File: src/rtl/useq_pkg.sv
package useq_pkg;

  localparam int CW  = 32;
  localparam int AW  = 8;
  localparam int OPW = 8;
  localparam int PGW = 4;

  // sequencing bits (one-hot within a word)
  localparam int B_INC    = 0;
  localparam int B_MAP    = 1;
  localparam int B_CLR    = 2;
  // datapath bits
  localparam int B_RD     = 3;
  localparam int B_IR     = 4;
  localparam int B_MARMBR = 5;
  localparam int B_PCINC  = 6;
  localparam int B_BR     = 7;
  localparam int B_ACCCLR = 8;
  localparam int B_ADD    = 9;
  localparam int B_MARPC  = 10;
  localparam int B_WR     = 11;
  localparam int B_MBRACC = 12;
  localparam int B_PCMBR  = 14;
  localparam int B_PCCLR  = 15;
  localparam int B_SUB    = 16;
  localparam int B_SHR    = 17;
  localparam int B_MULH   = 18;
  localparam int B_MULL   = 24;
  localparam int B_SHL    = 25;
  localparam int B_NOT    = 26;
  localparam int B_OR     = 27;
  localparam int B_AND    = 28;

  // routine page bases
  localparam logic [AW-1:0] PG_FETCH = 8'h00;
  localparam logic [AW-1:0] PG_LOAD  = 8'h10;
  localparam logic [AW-1:0] PG_STORE = 8'h20;
  localparam logic [AW-1:0] PG_ADD   = 8'h30;
  localparam logic [AW-1:0] PG_SUB   = 8'h40;
  localparam logic [AW-1:0] PG_HALT  = 8'h50;
  localparam logic [AW-1:0] PG_AND   = 8'h60;
  localparam logic [AW-1:0] PG_OR    = 8'h70;
  localparam logic [AW-1:0] PG_NOT   = 8'h80;
  localparam logic [AW-1:0] PG_SHR   = 8'h90;
  localparam logic [AW-1:0] PG_SHL   = 8'hA0;
  localparam logic [AW-1:0] PG_MUL   = 8'hB0;
  localparam logic [AW-1:0] PG_JMP   = 8'hF0;
  localparam logic [AW-1:0] JMP_TAKE = 8'hF2;

  typedef enum logic [OPW-1:0] {
    OP_STORE = 8'h01, OP_LOAD = 8'h02, OP_ADD = 8'h03, OP_SUB = 8'h04,
    OP_JMPZ  = 8'h05, OP_AND  = 8'h06, OP_OR  = 8'h07, OP_MUL = 8'h08,
    OP_NOT   = 8'h09, OP_SHR  = 8'h0A, OP_SHL = 8'h0B
  } opcode_e;

  function automatic logic [CW-1:0] bm(input int b);
    return CW'(1) << b;
  endfunction

  // Store contents, built from routine shapes rather than listed per word.
  function automatic logic [CW-1:0] ucode_word(input logic [AW-1:0] a);
    logic [PGW-1:0] pg;
    logic [PGW-1:0] off;
    logic [CW-1:0]  w_opnd, w_read, w_br, w_ret, alu, w;
    pg     = a[AW-1:AW-PGW];
    off    = a[PGW-1:0];
    w_opnd = bm(B_MARMBR) | bm(B_PCINC) | bm(B_INC);
    w_read = bm(B_RD) | bm(B_INC);
    w_br   = bm(B_BR) | bm(B_INC);
    w_ret  = bm(B_MARPC) | bm(B_CLR);
    w      = '0;
    case (pg)
      4'h3:    alu = bm(B_ADD);
      4'h4:    alu = bm(B_SUB);
      4'h6:    alu = bm(B_AND);
      4'h7:    alu = bm(B_OR);
      4'h8:    alu = bm(B_NOT);
      4'h9:    alu = bm(B_SHR);
      4'hA:    alu = bm(B_SHL);
      default: alu = '0;
    endcase
    case (pg)
      4'h0: begin
        case (off)
          4'd0:    w = w_read;
          4'd1:    w = bm(B_IR) | bm(B_INC);
          4'd2:    w = bm(B_MAP);
          default: w = '0;
        endcase
      end
      4'h1: begin
        case (off)
          4'd0:    w = w_opnd;
          4'd1:    w = w_read;
          4'd2:    w = bm(B_ACCCLR) | bm(B_BR) | bm(B_INC);
          4'd3:    w = bm(B_ADD) | bm(B_INC);
          4'd4:    w = w_ret;
          default: w = '0;
        endcase
      end
      4'h2: begin
        case (off)
          4'd0:    w = w_opnd;
          4'd1:    w = bm(B_MBRACC) | bm(B_INC);
          4'd2:    w = bm(B_WR) | bm(B_INC);
          4'd3:    w = w_ret;
          default: w = '0;
        endcase
      end
      4'h3, 4'h4, 4'h6, 4'h7: begin
        case (off)
          4'd0:    w = w_opnd;
          4'd1:    w = w_read;
          4'd2:    w = w_br;
          4'd3:    w = alu | bm(B_INC);
          4'd4:    w = w_ret;
          default: w = '0;
        endcase
      end
      4'h5: begin
        if (off == 4'd0) w = bm(B_ACCCLR) | bm(B_PCCLR) | bm(B_CLR);
      end
      4'h8, 4'h9, 4'hA: begin
        case (off)
          4'd0:    w = alu | bm(B_PCINC) | bm(B_INC);
          4'd1:    w = w_ret;
          default: w = '0;
        endcase
      end
      4'hB: begin
        case (off)
          4'd0:    w = w_opnd;
          4'd1:    w = w_read;
          4'd2:    w = w_br;
          4'd3:    w = bm(B_MULL) | bm(B_INC);
          4'd4:    w = bm(B_MULH) | bm(B_INC);
          4'd5:    w = w_ret;
          default: w = '0;
        endcase
      end
      4'hF: begin
        case (off)
          4'd0:    w = bm(B_PCINC) | bm(B_INC);
          4'd1:    w = w_ret;
          4'd2:    w = bm(B_PCMBR) | bm(B_INC);
          4'd3:    w = w_ret;
          default: w = '0;
        endcase
      end
      default: w = '0;
    endcase
    return w;
  endfunction

endpackage

File: src/rtl/useq_rst_sync.sv
module useq_rst_sync #(
  parameter int STAGES = 2
) (
  input  logic clk,
  input  logic arst_n,
  output logic rst_sync_n
);
  logic [STAGES-1:0] sr_q;

  always_ff @(posedge clk or negedge arst_n) begin
    if (!arst_n) sr_q <= '0;
    else         sr_q <= {sr_q[STAGES-2:0], 1'b1};
  end

  assign rst_sync_n = sr_q[STAGES-1];
endmodule

File: src/rtl/useq_store.sv
module useq_store
  import useq_pkg::*;
(
  input  logic [AW-1:0] addr,
  output logic [CW-1:0] word
);
  always_comb word = ucode_word(addr);
endmodule

File: src/rtl/useq_map.sv
module useq_map
  import useq_pkg::*;
(
  input  logic [OPW-1:0] opcode,
  input  logic           flag,
  output logic [AW-1:0]  target
);
  always_comb begin
    case (opcode)
      OP_LOAD:  target = PG_LOAD;
      OP_STORE: target = PG_STORE;
      OP_ADD:   target = PG_ADD;
      OP_SUB:   target = PG_SUB;
      OP_JMPZ:  target = flag ? PG_JMP : JMP_TAKE;
      OP_AND:   target = PG_AND;
      OP_OR:    target = PG_OR;
      OP_MUL:   target = PG_MUL;
      OP_NOT:   target = PG_NOT;
      OP_SHR:   target = PG_SHR;
      OP_SHL:   target = PG_SHL;
      default:  target = PG_HALT;
    endcase
  end
endmodule

File: src/rtl/useq_next.sv
module useq_next
  import useq_pkg::*;
(
  input  logic [AW-1:0] car,
  input  logic [2:0]    seq,
  input  logic [AW-1:0] target,
  output logic [AW-1:0] car_next,
  output logic          car_en
);
  always_comb begin
    car_en   = |seq;
    car_next = car;
    if (seq[B_CLR])      car_next = PG_FETCH;
    else if (seq[B_MAP]) car_next = target;
    else if (seq[B_INC]) car_next = car + AW'(1);
  end
endmodule

File: src/rtl/useq_top.sv
module useq_top
  import useq_pkg::*;
#(
  parameter int RST_STAGES = 2
) (
  input  logic           clk,
  input  logic           rst_n,
  input  logic [OPW-1:0] opcode_i,
  input  logic           flag_i,
  output logic [CW-1:0]  ctrl_o,
  output logic [AW-1:0]  car_o
);
  logic          rst_sync_n;
  logic [AW-1:0] car_q, car_d, target;
  logic          car_en;

  useq_rst_sync #(.STAGES(RST_STAGES)) u_rst (
    .clk(clk), .arst_n(rst_n), .rst_sync_n(rst_sync_n)
  );

  useq_store u_store (.addr(car_q), .word(ctrl_o));

  useq_map u_map (.opcode(opcode_i), .flag(flag_i), .target(target));

  useq_next u_next (
    .car(car_q), .seq(ctrl_o[2:0]), .target(target),
    .car_next(car_d), .car_en(car_en)
  );

  always_ff @(posedge clk or negedge rst_sync_n) begin
    if (!rst_sync_n)  car_q <= PG_FETCH;
    else if (car_en)  car_q <= car_d;
  end

  assign car_o = car_q;

  // one sequencing bit per word
  a_r11_onehot_seq: assert property (@(posedge clk) disable iff (!rst_sync_n)
    $countones(ctrl_o[2:0]) == 1);
  // increment advances by one
  a_r11_inc: assert property (@(posedge clk) disable iff (!rst_sync_n)
    ctrl_o[B_INC] |=> car_o == $past(car_o) + 8'd1);
  // clear returns to fetch
  a_r11_clr: assert property (@(posedge clk) disable iff (!rst_sync_n)
    ctrl_o[B_CLR] |=> car_o == 8'h00);
  // dispatch lives at word 2
  a_r2_dispatch: assert property (@(posedge clk) disable iff (!rst_sync_n)
    car_o == 8'h02 |-> ctrl_o[B_MAP]);
  // non-jump dispatch lands on a page base
  a_r3_page_base: assert property (@(posedge clk) disable iff (!rst_sync_n)
    (car_o == 8'h02 && opcode_i != 8'h05) |=> car_o[3:0] == 4'h0);
  // flag 0 takes the jump
  a_r5_jump_taken: assert property (@(posedge clk) disable iff (!rst_sync_n)
    (car_o == 8'h02 && opcode_i == 8'h05 && !flag_i) |=> car_o == 8'hF2);
  // flag 1 skips
  a_r5_jump_skip: assert property (@(posedge clk) disable iff (!rst_sync_n)
    (car_o == 8'h02 && opcode_i == 8'h05 && flag_i) |=> car_o == 8'hF0);
endmodule

File: config.mk
export PLATFORM = sky130hd
export DESIGN_NAME = useq_top
export DESIGN_NICKNAME = d
export VERILOG_FILES = /design/src/rtl/useq_pkg.sv /design/src/rtl/useq_rst_sync.sv /design/src/rtl/useq_store.sv /design/src/rtl/useq_map.sv /design/src/rtl/useq_next.sv /design/src/rtl/useq_top.sv
export SDC_FILE = /design/constraint.sdc
export NUM_CORES = 1
export LEC_CHECK = 0
export BUFFER_PORTS_ARGS = -buffer_cell sky130_fd_sc_hd__clkbuf_2
export CORE_MARGIN = 3
export CORE_UTILIZATION = 40
export DETAILED_ROUTE_END_ITERATION = 8
export GPL_ROUTABILITY_DRIVEN = 0
export GPL_TIMING_DRIVEN = 0
export PLACE_DENSITY = 0.72
export SYNTH_ARGS = -nofsm -noshare
export SYNTH_HDL_FRONTEND = slang
export SYNTH_SLANG_ARGS = --single-unit
File: constraint.sdc
create_clock -name clk -period 5.4 [get_ports clk]
set_input_delay 0.54 -clock clk [delete_from_list [all_inputs] [get_ports clk]]
set_output_delay 0.54 -clock clk [all_outputs]
set_load 0.05 [all_outputs]
Word level (Yosys, flattened, before mapping) --
Cells that the tools add are included.
Word-level totals: flip-flop bits (word level) 10, input port bits 11, output and inout port bits 40, word-level logic and storage cells 54
Operators by class: add/sub/neg operators 1, equal/unequal tests 28, muxes and demuxes 15, reductions and logical operators 8
Operators by type and width (number):
- 32-bit one-hot mux with 8 select lines | 1
- 29-bit one-hot mux with 7 select lines | 1
- 25-bit one-hot mux with 6 select lines | 1
- 29-bit one-hot mux with 5 select lines | 1
- 8-bit one-hot mux with 11 select lines | 1
- 29-bit one-hot mux with 2 select lines | 1
- 11-bit one-hot mux with 5 select lines | 1
- 13-bit one-hot mux with 4 select lines | 1
- 15-bit one-hot mux with 3 select lines | 1
- 8-bit by 3-bit equality test with 1-bit output (second input constant) | 4
- 8-bit by 4-bit equality test with 1-bit output (second input constant) | 4
- 4-bit by 3-bit equality test with 1-bit output (second input constant) | 6
- 8-bit two-way mux | 3
- 4-bit equality test (second input constant) | 5
- 4-bit by 2-bit equality test with 1-bit output (second input constant) | 4
- 8-bit by 2-bit equality test with 1-bit output (second input constant) | 2
- 16-bit two-way mux | 1
- 5-bit one-hot mux with 3 select lines | 1
- 8-bit by 1-bit adder with 8-bit output (second input constant) | 1
- 4-bit by 1-bit equality test with 1-bit output (second input constant) | 2
- 8-bit by 1-bit equality test with 1-bit output (second input constant) | 1
- 4-bit logical NOT | 2
- 3-bit OR reduction | 2
- 4-bit OR reduction | 1
- other kinds (4) | 4

Logic depth before layout (Yosys ltp) --
depth after elaboration 7, depth in mapped cells 9, depth with buffers taken out 8

Hierarchy --
From an unflattened synthesis, not the netlist that was laid out.
Second synthesis, totals: cell total of the unflattened synthesis 186, area, all modules 1406.3 µm²
Modules (own cells, without submodules):
- useq_store | times used 1, cells an instance 105, area each 590.6 µm², sequential area each 0.0 µm²
- useq_top | times used 1, cells an instance 17, area each 331.6 µm², sequential area each 200.2 µm²
- useq_next | times used 1, cells an instance 41, area each 292.8 µm², sequential area each 0.0 µm²
- useq_map | times used 1, cells an instance 20, area each 137.6 µm², sequential area each 0.0 µm²
- useq_rst_sync | times used 1, cells an instance 3, area each 53.8 µm², sequential area each 50.0 µm²

Least setup slack after synthesis --
Ideal clock, no wire load.
path type register to output, start point register car_q[2] (netlist: car_o[2]), end point output port ctrl_o[7], arrival time 3.628 ns, required time 4.860 ns, path slack 1.232 ns, cell stages (with the launch flop) 5, path buffers 1, cells stage by stage dfrtp_1 buf_2 nor2_2 nand2_1 a2111oi_0
Between the ends: longest elaborated chain between the ends 3, elaborated cells on any way between the ends 11, those cells by class eq/ne: 5; mux: 5; reduce/logical: 1
Ends and longest elaborated chain:
- start: declaration | line useq_top.sv:14 | logic [AW-1:0] car_q, car_d, target;
- start signal: assignment | line useq_top.sv:32 | else if (car_en) car_q <= car_d;
- 4-bit by 3-bit equality test with 1-bit output (tied with other cells) | line useq_pkg.sv:131 | case (off)
- 25-bit one-hot mux with 6 select lines (tied with other cells) | line useq_pkg.sv:131
- 32-bit one-hot mux with 8 select lines (*) | line useq_pkg.sv:82 | case (pg)
- end: declaration | line useq_top.sv:10 | output logic [CW-1:0] ctrl_o,
Mark *: on every way between the ends. The rest lies on a longest branch, timed or not.

Final worst setup path --
start point register car_q[0] (netlist: car_o[0]), end point output port ctrl_o[2]
Between the ends: longest elaborated chain between the ends 4, elaborated cells on any way between the ends 15, those cells by class eq/ne: 5; mux: 8; reduce/logical: 2
Ends and longest elaborated chain:
- 4-bit by 1-bit equality test with 1-bit output / 4-bit by 2-bit equality test with 1-bit output (equally long branches)
- 2-bit OR reduction (no source line)
- 15-bit one-hot mux with 3 select lines | line useq_pkg.sv:142 | case (off)
- 32-bit one-hot mux with 8 select lines (*) | line useq_pkg.sv:82
Marked as above.

==> run metrics <==
Final Hold Viols 0; most common cell after layout, fill and taps aside clkbuf_2; Final period util 0.594; first-pass GRT wire length 5110 um; Post-CTS Setup Repair Bufs 0; FF-to-FF setup slack 3.04 ns; synthesized flop and latch total 10; Async SR Flop Fraction 1.00; RSZ-0062 raised after global routing false; slowest cell on the critical path o21ai_1; Gate power share 0.795; Clock Root Buffer clkbuf_4; sequential element share of the synthesized area 0.222; Post-route DRC 0; Area Overhead vs Synth 27.4%; number of global-route vias before repair 1,163; Initial Util 0.439; worst skew pair latency 0.26 ns; drt total wl between 3000 and 4000 um; IO buf count around 40; WL per Instance 13.2 um; required time of the critical path 4.86 ns; CP max stage delay 0.55 ns; largest net degree at the start of global routing 11; mean area per synthesized cell 7.27 sq um; FP Rows 18; worst-margin pin slew 0.685 ns; cts bufs inserted 3; Post-DP Area 1400 sq um; kind of critical path reg2out; Reg2Reg Depth 9; GR Overflow Total 0; status finished clean; # IOs 51; cell area after layout 1440 sq um; WP buf/inv 3; clock share of power 0.067; worst vdd ir 0.000312 V; Antenna Nets Post-Route 0; CTS tree done; # resized after CTS 0; DR pass1 iterations 5; H-tree Lvls 1; initial antenna violation count 0; P_int between 0.3 and 0.4 mW; top-area cell type share of the netlist area 0.222; Crit path max-delay family buffers and inverters; Max Slew Vio Count 0; Reg power frac 0.138; Final Skew 0.00314 ns; layout cells sized above 1 0.327; most frequent cells in the layout clkbuf_2 (41), nor2_1 (18), nor3_1 (13); Hold Crit Class in2async; Max Cap Violations 0; kind of end point of the critical path output port; die area between 3000 and 4000 sq um; nets@finish 224; instance count on the critical path 8; Die Wd approximately 59 um; hpwl dp 2470 um; WHS around 0.049 ns; synth top area cells dfrtp_1 (22%), buf_4 (6.0%), nor2_1 (6.0%); Slew headroom 0.540; Chip Height 59.1 um; CP Max Fanout 9; CTS max path bufs 2; Yosys cell types between 50 and 60; PwrDens roughly 680 nW/um^2; CTS sink count 10; Post-CTS Hold Buffers 0; fmax 0.312 GHz; global-route usage over all layers 0.184; post-layout min period ~3.2 ns; diodes inserted 0; Setup-failing EPs final 0; via count between 1,000 and 1,500; CTS clk-pin slew, worst paths 0.06 ns; CP startpoint kind flop; YS warnings 0; Syn Inst Count 155; reg-to-reg endpoint car_o[1]$_DFFE_PN0P_; Initial DRC Count 70; worst-path cell chain inv_1 -> ha_1 -> clkbuf_1 -> nand2_1 -> o21ai_0 -> nand2b_1 -> o21ai_1 -> clkbuf_2; area leader, netlist dfrtp_1; static leakage 0.698 nW; setup tns final 0 ns; Setup WS post-layout roughly 2.2 ns; ys flop type dfrtp_1; Via density 5.49; Core Footprint 2570 sq um; Switch Pwr 0.619 mW; CP arrival 2.67 ns; total power 0.974 mW; Mapped Area 1130 sq um; R2R Path Start car_o[1]$_DFFE_PN0P_; Sw Share 0.636; worst slack, placed 2.54 ns; Post-synth EDFFs 0; # fillers roughly 260
## registers in the layout, summed over array words and instances (netlist names)
register    count
car_o           8
u_rst.sr_q      2
## stage by stage
| step | util | std cells |
|---|---|---|
| after floorplan | - | 163 |
| after global placement | 0.545 | 234 |
| after detailed placement | 0.545 | 234 |
| after CTS | 0.559 | 238 |
| after global routing | 0.559 | 238 |
| final | 0.559 | 238 |
## power by group through the flow
stage	clock, mW	sequential (mW)	combinational [mW]
floorplan	0	0.214	0.529
global placement	0	0.133	0.755
detailed placement	0	0.135	0.765
CTS	0.0664	0.133	0.768
global route	0.0697	0.139	0.829
finish	0.0655	0.134	0.774
## cell usage after synthesis (all sizes together) (4+ instances only)
cell type and number:
nor2b 5, nor4 4, nand3 6, clkbuf 5, buf 16, nand2b 5
nor3 13, a21oi 9, nand2 7, inv 7, o21ai 9, nor2 19
dfrtp 10, ha 4
## cells by family after synthesis
group,count (synthesis),share of synthesized area
other cells,2,0.00667
flops,10,0.222
fa+ha+maj,4,0.0444
simple gates,69,0.319
mux,1,0.00889
compound gates,38,0.240
xor+xnor,3,0.0233
buf+inv,28,0.136
## how the worst max path moves through the flow
stage / start / to / slack, ns
2_1_floorplan: car_o[2]$_DFFE_PN0P_ / ctrl_o[7] / 1.23
3_3_place_gp: car_o[0]$_DFFE_PN0P_ / ctrl_o[2] / 2.60
3_5_place_dp: car_o[0]$_DFFE_PN0P_ / ctrl_o[2] / 2.54
4_1_cts: car_o[0]$_DFFE_PN0P_ / ctrl_o[2] / 2.24
5_1_grt: car_o[1]$_DFFE_PN0P_ / ctrl_o[2] / 1.97
6_report: car_o[0]$_DFFE_PN0P_ / ctrl_o[2] / 2.19
## area by class of cell
cell class | count | area [sq um] | share of cell area
Timing Repair Buffer | 41 | 205 | 0.143
Multi-Input combinational cell | 125 | 753 | 0.525
Buffer | 21 | 126 | 0.0881
Tap cell | 30 | 37.5 | 0.0262
Clock buffer | 4 | 36.3 | 0.0253
Inverter | 7 | 26.3 | 0.0183
Sequential cell | 10 | 250 | 0.174
## metal layers
layer,vias up,track usage,share of wire
met5,-,0,0
met2,60,0.315,0.49
met1,600,0.227,0.42
met4,0,0.0906,0.0019
met3,2,0.0218,0.087
li1,644,-,-
Note: power is estimated with default switching activity, not from simulation.
